### src/rtl/lin_ab_pkg.sv
package lin_ab_pkg;
  typedef enum logic [1:0] {
    MS_IDLE  = 2'd0,
    MS_ARMED = 2'd1,
    MS_RUN   = 2'd2
  } meas_state_e;
endpackage

### src/rtl/lin_sync_meas.sv
module lin_sync_meas
  import lin_ab_pkg::*;
#(
  parameter int CNT_W = 15,
  parameter int EDGES = 5,
  parameter int DIV_W = 12
) (
  input  logic             clk_i,
  input  logic             rst_ni,
  input  logic             rx_i,
  input  logic             brk_i,
  input  logic             en_i,
  output logic             busy_o,
  output logic             done_o,
  output logic [DIV_W-1:0] val_o
);
  // edges span 2*(EDGES-1) bit times; a bit lasts 16 units of 1/16
  localparam int SHIFT  = $clog2(2 * (EDGES - 1));
  localparam int EDGE_W = $clog2(EDGES + 1);
  localparam int RES_W  = CNT_W - SHIFT;

  meas_state_e      state_q;
  logic [2:0]       rx_pipe_q;
  logic [CNT_W-1:0] cnt_q;
  logic [EDGE_W-1:0] edges_q;
  logic             done_q;
  logic [DIV_W-1:0] val_q;
  logic             fall;
  logic             last_edge;
  logic             cnt_full;
  logic [RES_W-1:0] scaled;
  logic [DIV_W-1:0] val_next;

  assign fall      = rx_pipe_q[2] & ~rx_pipe_q[1];
  assign last_edge = fall && (edges_q == EDGE_W'(EDGES - 1));
  assign cnt_full  = (cnt_q == {CNT_W{1'b1}});
  assign scaled    = cnt_q[CNT_W-1:SHIFT];

  generate
    if (RES_W > DIV_W) begin : g_sat
      assign val_next = (|scaled[RES_W-1:DIV_W]) ? {DIV_W{1'b1}} : scaled[DIV_W-1:0];
    end else if (RES_W == DIV_W) begin : g_exact
      assign val_next = scaled;
    end else begin : g_pad
      assign val_next = {{(DIV_W - RES_W){1'b0}}, scaled};
    end
  endgenerate

  always_ff @(posedge clk_i or negedge rst_ni) begin
    if (!rst_ni) begin
      rx_pipe_q <= 3'b111;
    end else begin
      rx_pipe_q <= {rx_pipe_q[1:0], rx_i};
    end
  end

  always_ff @(posedge clk_i or negedge rst_ni) begin
    if (!rst_ni) begin
      state_q <= MS_IDLE;
      cnt_q   <= '0;
      edges_q <= '0;
      done_q  <= 1'b0;
      val_q   <= '0;
    end else begin
      done_q <= 1'b0;
      if (brk_i && en_i) begin
        state_q <= MS_ARMED;
        cnt_q   <= '0;
        edges_q <= '0;
      end else begin
        unique case (state_q)
          MS_ARMED: begin
            if (fall) begin
              state_q <= MS_RUN;
              cnt_q   <= CNT_W'(1);
              edges_q <= EDGE_W'(1);
            end
          end
          MS_RUN: begin
            if (last_edge) begin
              state_q <= MS_IDLE;
              done_q  <= 1'b1;
              val_q   <= val_next;
            end else if (cnt_full) begin
              state_q <= MS_IDLE;
            end else begin
              cnt_q <= cnt_q + CNT_W'(1);
              if (fall) edges_q <= edges_q + EDGE_W'(1);
            end
          end
          default: state_q <= MS_IDLE;
        endcase
      end
    end
  end

  assign busy_o = (state_q != MS_IDLE);
  assign done_o = done_q;
  assign val_o  = val_q;
endmodule

### src/rtl/lin_div_bank.sv
module lin_div_bank #(
  parameter int DIV_W   = 12,
  parameter int NOM_RST = 256
) (
  input  logic             clk_i,
  input  logic             rst_ni,
  input  logic             we_i,
  input  logic [DIV_W-1:0] wdata_i,
  input  logic             done_i,
  input  logic [DIV_W-1:0] meas_i,
  input  logic             defer_i,
  input  logic             brk_i,
  output logic [DIV_W-1:0] act_o
);
  localparam logic [DIV_W-1:0] RST_V = DIV_W'(NOM_RST);

  logic [DIV_W-1:0] nom_q;
  logic [DIV_W-1:0] meas_q;
  logic             pend_q;
  logic [DIV_W-1:0] act_q;

  always_ff @(posedge clk_i or negedge rst_ni) begin
    if (!rst_ni) begin
      nom_q  <= RST_V;
      meas_q <= RST_V;
      pend_q <= 1'b0;
      act_q  <= RST_V;
    end else if (we_i) begin
      // software write wins over any measured transfer
      nom_q  <= wdata_i;
      act_q  <= wdata_i;
      pend_q <= 1'b0;
    end else begin
      if (brk_i && pend_q) begin
        act_q  <= meas_q;
        pend_q <= 1'b0;
      end
      if (done_i) begin
        meas_q <= meas_i;
        if (defer_i) begin
          pend_q <= 1'b1;
        end else begin
          act_q  <= meas_i;
          pend_q <= 1'b0;
        end
      end
    end
  end

  assign act_o = act_q;
endmodule

### src/rtl/lin_baud_acc.sv
module lin_baud_acc #(
  parameter int DIV_W = 12,
  parameter int OVS   = 16
) (
  input  logic             clk_i,
  input  logic             rst_ni,
  input  logic [DIV_W-1:0] div_i,
  output logic             tick_o
);
  localparam int ACC_W = DIV_W + 1;
  localparam logic [DIV_W-1:0] OVS_D = DIV_W'(OVS);

  logic [ACC_W-1:0] acc_q;
  logic [ACC_W-1:0] sum;
  logic [ACC_W-1:0] div_eff;
  logic             hit;
  logic             tick_q;

  // divider below one bit-sample period clamps to one tick per clock
  assign div_eff = {1'b0, (div_i < OVS_D) ? OVS_D : div_i};
  assign sum     = acc_q + ACC_W'(OVS);
  assign hit     = (sum >= div_eff);

  always_ff @(posedge clk_i or negedge rst_ni) begin
    if (!rst_ni) begin
      acc_q  <= '0;
      tick_q <= 1'b0;
    end else begin
      tick_q <= hit;
      acc_q  <= hit ? (sum - div_eff) : sum;
    end
  end

  assign tick_o = tick_q;
endmodule

### src/rtl/lin_autobaud.sv
module lin_autobaud #(
  parameter int MANT_W  = 8,
  parameter int FRAC_W  = 4,
  parameter int CNT_W   = 15,
  parameter int EDGES   = 5,
  parameter int OVS     = 16,
  parameter int NOM_RST = 256
) (
  input  logic              clk_i,
  input  logic              rst_ni,
  input  logic              rx_i,
  input  logic              brk_det_i,
  input  logic              auto_en_i,
  input  logic              upd_defer_i,
  input  logic              nom_we_i,
  input  logic [MANT_W+FRAC_W-1:0] nom_wdata_i,
  output logic [MANT_W-1:0] div_mant_o,
  output logic [FRAC_W-1:0] div_frac_o,
  output logic              meas_busy_o,
  output logic              baud_tick_o
);
  localparam int DIV_W = MANT_W + FRAC_W;

  logic             meas_done;
  logic [DIV_W-1:0] meas_val;
  logic [DIV_W-1:0] div_act;

  lin_sync_meas #(
    .CNT_W(CNT_W),
    .EDGES(EDGES),
    .DIV_W(DIV_W)
  ) i_meas (
    .clk_i (clk_i),
    .rst_ni(rst_ni),
    .rx_i  (rx_i),
    .brk_i (brk_det_i),
    .en_i  (auto_en_i),
    .busy_o(meas_busy_o),
    .done_o(meas_done),
    .val_o (meas_val)
  );

  lin_div_bank #(
    .DIV_W  (DIV_W),
    .NOM_RST(NOM_RST)
  ) i_bank (
    .clk_i  (clk_i),
    .rst_ni (rst_ni),
    .we_i   (nom_we_i),
    .wdata_i(nom_wdata_i),
    .done_i (meas_done),
    .meas_i (meas_val),
    .defer_i(upd_defer_i),
    .brk_i  (brk_det_i),
    .act_o  (div_act)
  );

  lin_baud_acc #(
    .DIV_W(DIV_W),
    .OVS  (OVS)
  ) i_baud (
    .clk_i (clk_i),
    .rst_ni(rst_ni),
    .div_i (div_act),
    .tick_o(baud_tick_o)
  );

  assign div_mant_o = div_act[DIV_W-1:FRAC_W];
  assign div_frac_o = div_act[FRAC_W-1:0];
endmodule

### config.mk
export PLATFORM = sky130hd
export DESIGN_NAME = lin_autobaud
export DESIGN_NICKNAME = d
export VERILOG_FILES = /design/src/rtl/lin_ab_pkg.sv /design/src/rtl/lin_sync_meas.sv /design/src/rtl/lin_div_bank.sv /design/src/rtl/lin_baud_acc.sv /design/src/rtl/lin_autobaud.sv
export SDC_FILE = /design/constraint.sdc
export NUM_CORES = 1
export LEC_CHECK = 0
export ABC_AREA = 1
export ABC_CLOCK_PERIOD_IN_PS = 6800
export BUFFER_PORTS_ARGS = -buffer_cell sky130_fd_sc_hd__buf_2
export CAP_MARGIN = 20
export CORE_UTILIZATION = 35
export CTS_CLUSTER_DIAMETER = 100
export DETAILED_ROUTE_END_ITERATION = 8
export GPL_TIMING_DRIVEN = 0
export PLACE_DENSITY = 0.49
export SLEW_MARGIN = 40
export SYNTH_ARGS = -nofsm -noshare
export SYNTH_HDL_FRONTEND = slang
export SYNTH_SLANG_ARGS = --single-unit
export TNS_END_PERCENT = 5
### constraint.sdc
create_clock -name clk_i -period 6.8 [get_ports clk_i]
set_input_delay 0.68 -clock clk_i [delete_from_list [all_inputs] [get_ports clk_i]]
set_output_delay 0.68 -clock clk_i [all_outputs]
set_load 0.01 [all_outputs]
# Word level (Yosys, flattened, before mapping)
# Cells that the tools add are included.
# totals
ff_bits,75
elab_cells,70
output_inout_bits,14
in_bits,19
# op_classes
eq_ne,9
n_reduce_logical,11
bitwise_logic,4
mux,29
order_cmp,2
add_sub_neg,4
# op_table
op,count
two-way mux 12 bit,5
two-way mux 15 bit,4
case mux 15 bit (2 select lines),1
"adder 15 x 1 -> 15 bit, second input constant",1
"equality test 15 bit, second input constant",1
two-way mux 3 bit,5
"adder 13 x 5 -> 13 bit, second input constant",1
greater-or-equal comparator 13 x 12 -> 1 bit,1
two-way mux 13 bit,1
subtractor 13 x 12 -> 13 bit,1
"< comparator 12 x 5 -> 1 bit, second input constant",1
two-way mux 2 bit,4
two-way mux 1 bit,7
"inequality test 3 x 1 -> 1 bit, second input constant",2
"inequality test 3 bit, second input constant",2
case mux 3 bit (2 select lines),1
nonzero test 3 bit,2
AND reduction 5 bit,1
"inequality test 4 x 1 -> 1 bit, second input constant",1
case mux 2 bit (2 select lines),1
AND reduction 2 bit,2
AND reduction 4 bit,1
"adder 3 x 1 -> 3 bit, second input constant",1
"equality test 3 bit, second input constant",1
other kinds (7),11

# Depth between registers and ports, before layout
# logic_depth
depth_word,7
mapped_depth,17
mapped_depth_nobuf,16

# Hierarchy
# A second synthesis with hierarchy kept.
# unflattened
hier_cells,709
area_unflattened_um2,4922.2
# modules_own_cells
mod,n_inst,cells_per_inst,seq_area_each_um2,area_each_um2
lin_sync_meas,1,267,904.6,1954.4
lin_baud_acc,1,255,350.3,1650.3
lin_div_bank,1,187,628.1,1317.5

# Least setup slack after synthesis
# No wires, ideal clock.
# synth_path
kind,register -> register
startpoint,"reg i_bank.act_q[4], in the netlist i_bank.act_o[4]"
endpoint,reg i_baud.acc_q[11]
n_path_buf,1
stages_incl_launch_ff,14
required_time_ns,6.683
period_less_slack_ns,2.210
setup_time_ns,0.117
arrival_time_ns,2.093
slack_ns,4.590
path_cell_list,dfrtp_1 -> nor4_1 -> nand4_1 -> inv_1 -> nor2_1 -> ha_1 -> nand2_1 -> nor2_1 -> nand3_1 -> nand2_1 -> nor2_4 -> buf_4 -> nand3_1 -> nand2_1
# synth_via
elab_chain_cells,4
elab_cells_between_ends,5
cone_classes,add/sub (1); order compare (2); mux (2)
# synth_rtl
item,line,rtl
"start, declared",lin_div_bank.sv:20,logic [DIV_W-1:0] act_q;
"start signal, assigned",lin_div_bank.sv:31,act_q <= wdata_i;
"start signal, assigned",lin_div_bank.sv:35,act_q <= meas_q;
"start signal, assigned",lin_div_bank.sv:43,act_q <= meas_i;
< comparator 12 x 5 -> 1 bit,lin_baud_acc.sv:20,"assign div_eff = {1'b0, (div_i < OVS_D) ? OVS_D : div_i};"
two-way mux 12 bit (*),lin_baud_acc.sv:20,
subtractor 13 x 12 -> 13 bit or greater-or-equal comparator 13 x 12 -> 1 bit (tied branches),"lin_baud_acc.sv:30, lin_baud_acc.sv:22",
two-way mux 13 bit (*),lin_baud_acc.sv:30,acc_q <= hit ? (sum - div_eff) : sum;
"end signal, assigned",lin_baud_acc.sv:30,
"end, declared",lin_baud_acc.sv:13,logic [ACC_W-1:0] acc_q;
# Mark *: on every way between the ends. The rest lies on a longest branch, timed or not.
# A chain may end at the register's enable or synchronous reset.

# Worst setup path after layout
# layout_path
startpoint,"reg i_bank.act_q[4], in the netlist i_bank.act_o[4]"
endpoint,reg i_baud.acc_q[9]
# layout_via
elab_chain_cells,4
elab_cells_between_ends,5
cone_classes,add/sub (1); order compare (2); mux (2)
# layout_rtl
item,line,rtl
< comparator 12 x 5 -> 1 bit,lin_baud_acc.sv:20,
two-way mux 12 bit (*),lin_baud_acc.sv:20,
greater-or-equal comparator 13 x 12 -> 1 bit (*),lin_baud_acc.sv:22,assign hit = (sum >= div_eff);
via i_baud.hit,lin_baud_acc.sv:16,logic hit;
two-way mux 13 bit (*),lin_baud_acc.sv:30,
# Mark *: on every way through the listed nets, which the timed path passes. The rest lies on a longest branch.

==> run_results.csv <==
group,metric,value,unit
run_status,status,"complete, no violations",
power,pwr-share-seq,0.293,
cts,cts_setup_buffers,0,
route,via_per_inst,4.79,
floorplanning,fp.dieH,118,µm
floorplanning,design.core.area,13200,µm²
power,p_leak,2.81,nW
setup_path,cp.arrival,2.96,ns
route,drt-total-wl,11700,µm
global_routing,grt_pass1_wl,19900,µm
power,combPwrFrac,0.456,
setup_path,endpoint_kind,"flip-flop",
route,initialDrtViolationCount,179,
logic_synthesis,ys_ff_latch,75,
layout,drive_above_1_share,0.173,
logic_synthesis,netlist_instances,623,
power,p_int,1.13,mW
power,switchingPower,806,µW
setup_path,cpLargestDelayFamily,"simple AND/OR/NAND/NOR gates",
cts,numCtsBuffers,9,
layout,layout.area.seq,1880,µm²
cts,cts_resized,0,
place,hpwlAfterDp,9150,µm
setup_path,r2r_cells,14,
layout,mostFrequentLayoutCell,"nand2_1",
setup_path,path_buf_inv,2,
route,vias,4062,
min_path,holdCritPathClass,"in -> async",
global_routing,overflow,0,
logic_synthesis,ys_seq_area_frac,0.400,
cts,cts_hold_buf,0,
cts,path_clk_slew,0.06,ns
cts,clk_root_buffer_cell,"clkbuf_16",
setup_path,r2r_start,"i_bank.act_o[4]",
cts,cts_buffer_depth,2,
layout,layout.nets,703,
layout,multiInputGateArea,2410,µm²
logic_synthesis,synth.largest_area_cell,"dfrtp_1",
cts,clock-sinks,75,
setup_path,start_kind,"flip-flop",
setup_path,critical_path_class,"reg -> reg",
route,drtPass1Iterations,4,
setup_path,ff2ff_setup_slack,4.10,ns
run,maxCapViolations,0,
floorplanning,start_util,0.357,
floorplanning,row_count,42,
logic_synthesis,syn_avg_cell_area,7.56,µm²
logic_synthesis,synth_nets,659,
timing,clock.fmax,371,MHz
setup_path,crit_fanout,10,
setup_path,required,7.07,ns
timing,setup_slack,4.10,ns
logic_synthesis,yosysTopAreaCellShare,0.372,
place,dp_slack,4.10,ns
power,clkPwrFrac,0.251,
place,port_buffers,32,
route,drtAntennaViolNets,0,
setup_path,reg2reg_to,"i_baud.acc_q[9]",
setup_path,path_cells,"nor4_1 > nand4_1 > inv_1 > nor2_1 > ha_1 > nand2_1 > nor2_1 > nand3_1 > nand2_1 > nor2_4 > nand2_2 > buf_6 > nand2_1 > nand2_1",
timing,finClkSkew,0.00670,ns
timing,worst_pin_slew,0.531,ns
layout,fillers,1386,
timing,hold_viol_final,0,
floorplanning,die_area,13900,µm²
global_routing,grt_max_degree,43,
setup_path,critical_path.max_stage_delay,0.44,ns
setup_path,crit_slowest_cell,"dfrtp_1",
layout,n_antenna_cell,0,
global_routing,grt_antenna_before_repair,0,
layout,area_growth,15.0,%
cts,tritoncts,"yes",
place,gp_congestion,0.877,
logic_synthesis,syn_area,4710,µm²
timing,setup_viol,0,
power,power.density,357,nW/µm²
power,peakVddDrop,0.156,mV
timing,rsz0062_at_grt,"false",
power,power_switching_share,0.416,
route,post-route-drc-count,0,
floorplanning,die_w,118,µm
timing,final.setup.tns,0,ns
timing,fin_crit,2.70,ns
timing,slew_viol_final,0,
logic_synthesis,synth.area.top_cells,"dfrtp_1 37%, nand2_1 15%, nand3_1 7.4%, inv_1 6.1%, ha_1 4.3%",
route,wl_per_cell,13.8,µm
timing,maxSlewHeadroom,0.646,
setup_path,cpMostUsedCell,"nand2_1",
floorplanning,ioPinCount,33,
logic_synthesis,synth.distinct_cells,36,
global_routing,grt_pass1_vias,4097,
cts,clk_latency,0.34,ns
timing,min_period_over_period,0.397,
layout,layout_common_cells,"193 x nand2_1, 77 x inv_1, 70 x nand3_1, 70 x dfrtp_1, 37 x o21ai_0",
logic_synthesis,ys_warn_count,0,
cts,htree_levels,3,
global_routing,grtUsageTotal,0.181,
registers in the layout, indices dropped and copies added, names as in the netlist:
| signal | flops |
|---|---|
| i_bank.act_o | 12 |
| i_bank.meas_q | 12 |
| i_bank.pend_q | 1 |
| i_baud.acc_q | 13 |
| i_baud.tick_o | 1 |
| i_meas.cnt_q | 15 |
| i_meas.done_o | 1 |
| i_meas.edges_q | 3 |
| i_meas.rx_pipe_q | 3 |
| i_meas.state_q | 2 |
| i_meas.val_o | 12 |
cell usage after synthesis, drive strengths merged:
cell type / instances
dfrtp: 70
xnor2: 2
nor4: 1
nand3: 74
o211ai: 1
or2: 2
o21ai: 55
clkbuf: 10
nor3: 3
buf: 8
dfstp: 5
nand2: 204
a21oi: 9
nand4: 21
nand3b: 2
nor2: 36
fa: 1
inv: 82
xor2: 10
mux2: 11
ha: 16
worst max path at each step:
stage / endpoint / slack (ns) / depth (start not counted) / start
after global routing: i_baud.acc_q[9] / 3.89 / 15 / i_bank.act_o[4]
after floorplan: i_baud.acc_q[11] / 4.59 / 13 / i_bank.act_o[4]
after CTS: i_baud.acc_q[9] / 4.06 / 14 / i_bank.act_o[4]
final: i_baud.acc_q[9] / 4.10 / 14 / i_bank.act_o[4]
after detailed placement: i_baud.acc_q[9] / 4.10 / 14 / i_bank.act_o[4]
after global placement: i_baud.acc_q[9] / 4.10 / 14 / i_bank.act_o[4]
routing by layer:
metal	global-route usage	routed length (µm)	vias up
met5	0	0	-
met4	0.0601	195	0
met3	0.0402	334	14
met2	0.329	6110	53
met1	0.209	5070	1899
li1	-	-	2096
layout make-up:
type | count | share of cell area
Timing Repair Buffer | 33 | 0.0344
Clock inverter | 6 | 0.0115
Tap cell | 176 | 0.0406
Inverter | 82 | 0.0573
Multi-Input combinational cell | 448 | 0.445
Clock buffer | 10 | 0.0441
Buffer | 18 | 0.0194
Sequential cell | 75 | 0.348
logic make-up (layout without fill, tap and decap cells):
family | after synthesis | count (layout) | share of synthesized area
multiplexers | 11 | 11 | 0.0263
adder cells (fa/ha/maj) | 17 | 17 | 0.0468
AO/OA/AOI/OAI | 65 | 65 | 0.0808
flip-flops | 75 | 75 | 0.400
buffers and inverters | 100 | 149 | 0.0882
AND/OR/NAND/NOR | 343 | 343 | 0.336
XOR/XNOR | 12 | 12 | 0.0223
per-stage QoR:
step	hold WS, ns	instances	cell area [µm²]	power, mW	utilization
floorplan	0.345	623	4710	1.25	-
finish	0.227	848	5420	1.94	0.411
global route	0.243	848	5420	2.12	0.411
global placement	0.346	831	5090	1.46	0.386
CTS	0.232	848	5420	1.96	0.411
detailed placement	0.347	832	5120	1.46	0.388
power groups by stage:
stage	combinational, mW	sequential (mW)	clock (mW)
2_1_floorplan	0.682	0.567	0
3_3_place_gp	0.886	0.574	0
3_5_place_dp	0.889	0.575	0
4_1_cts	0.895	0.568	0.498
5_1_grt	1.02	0.576	0.519
6_report	0.883	0.568	0.485
No activity file was read; power rests on OpenSTA's default activity.
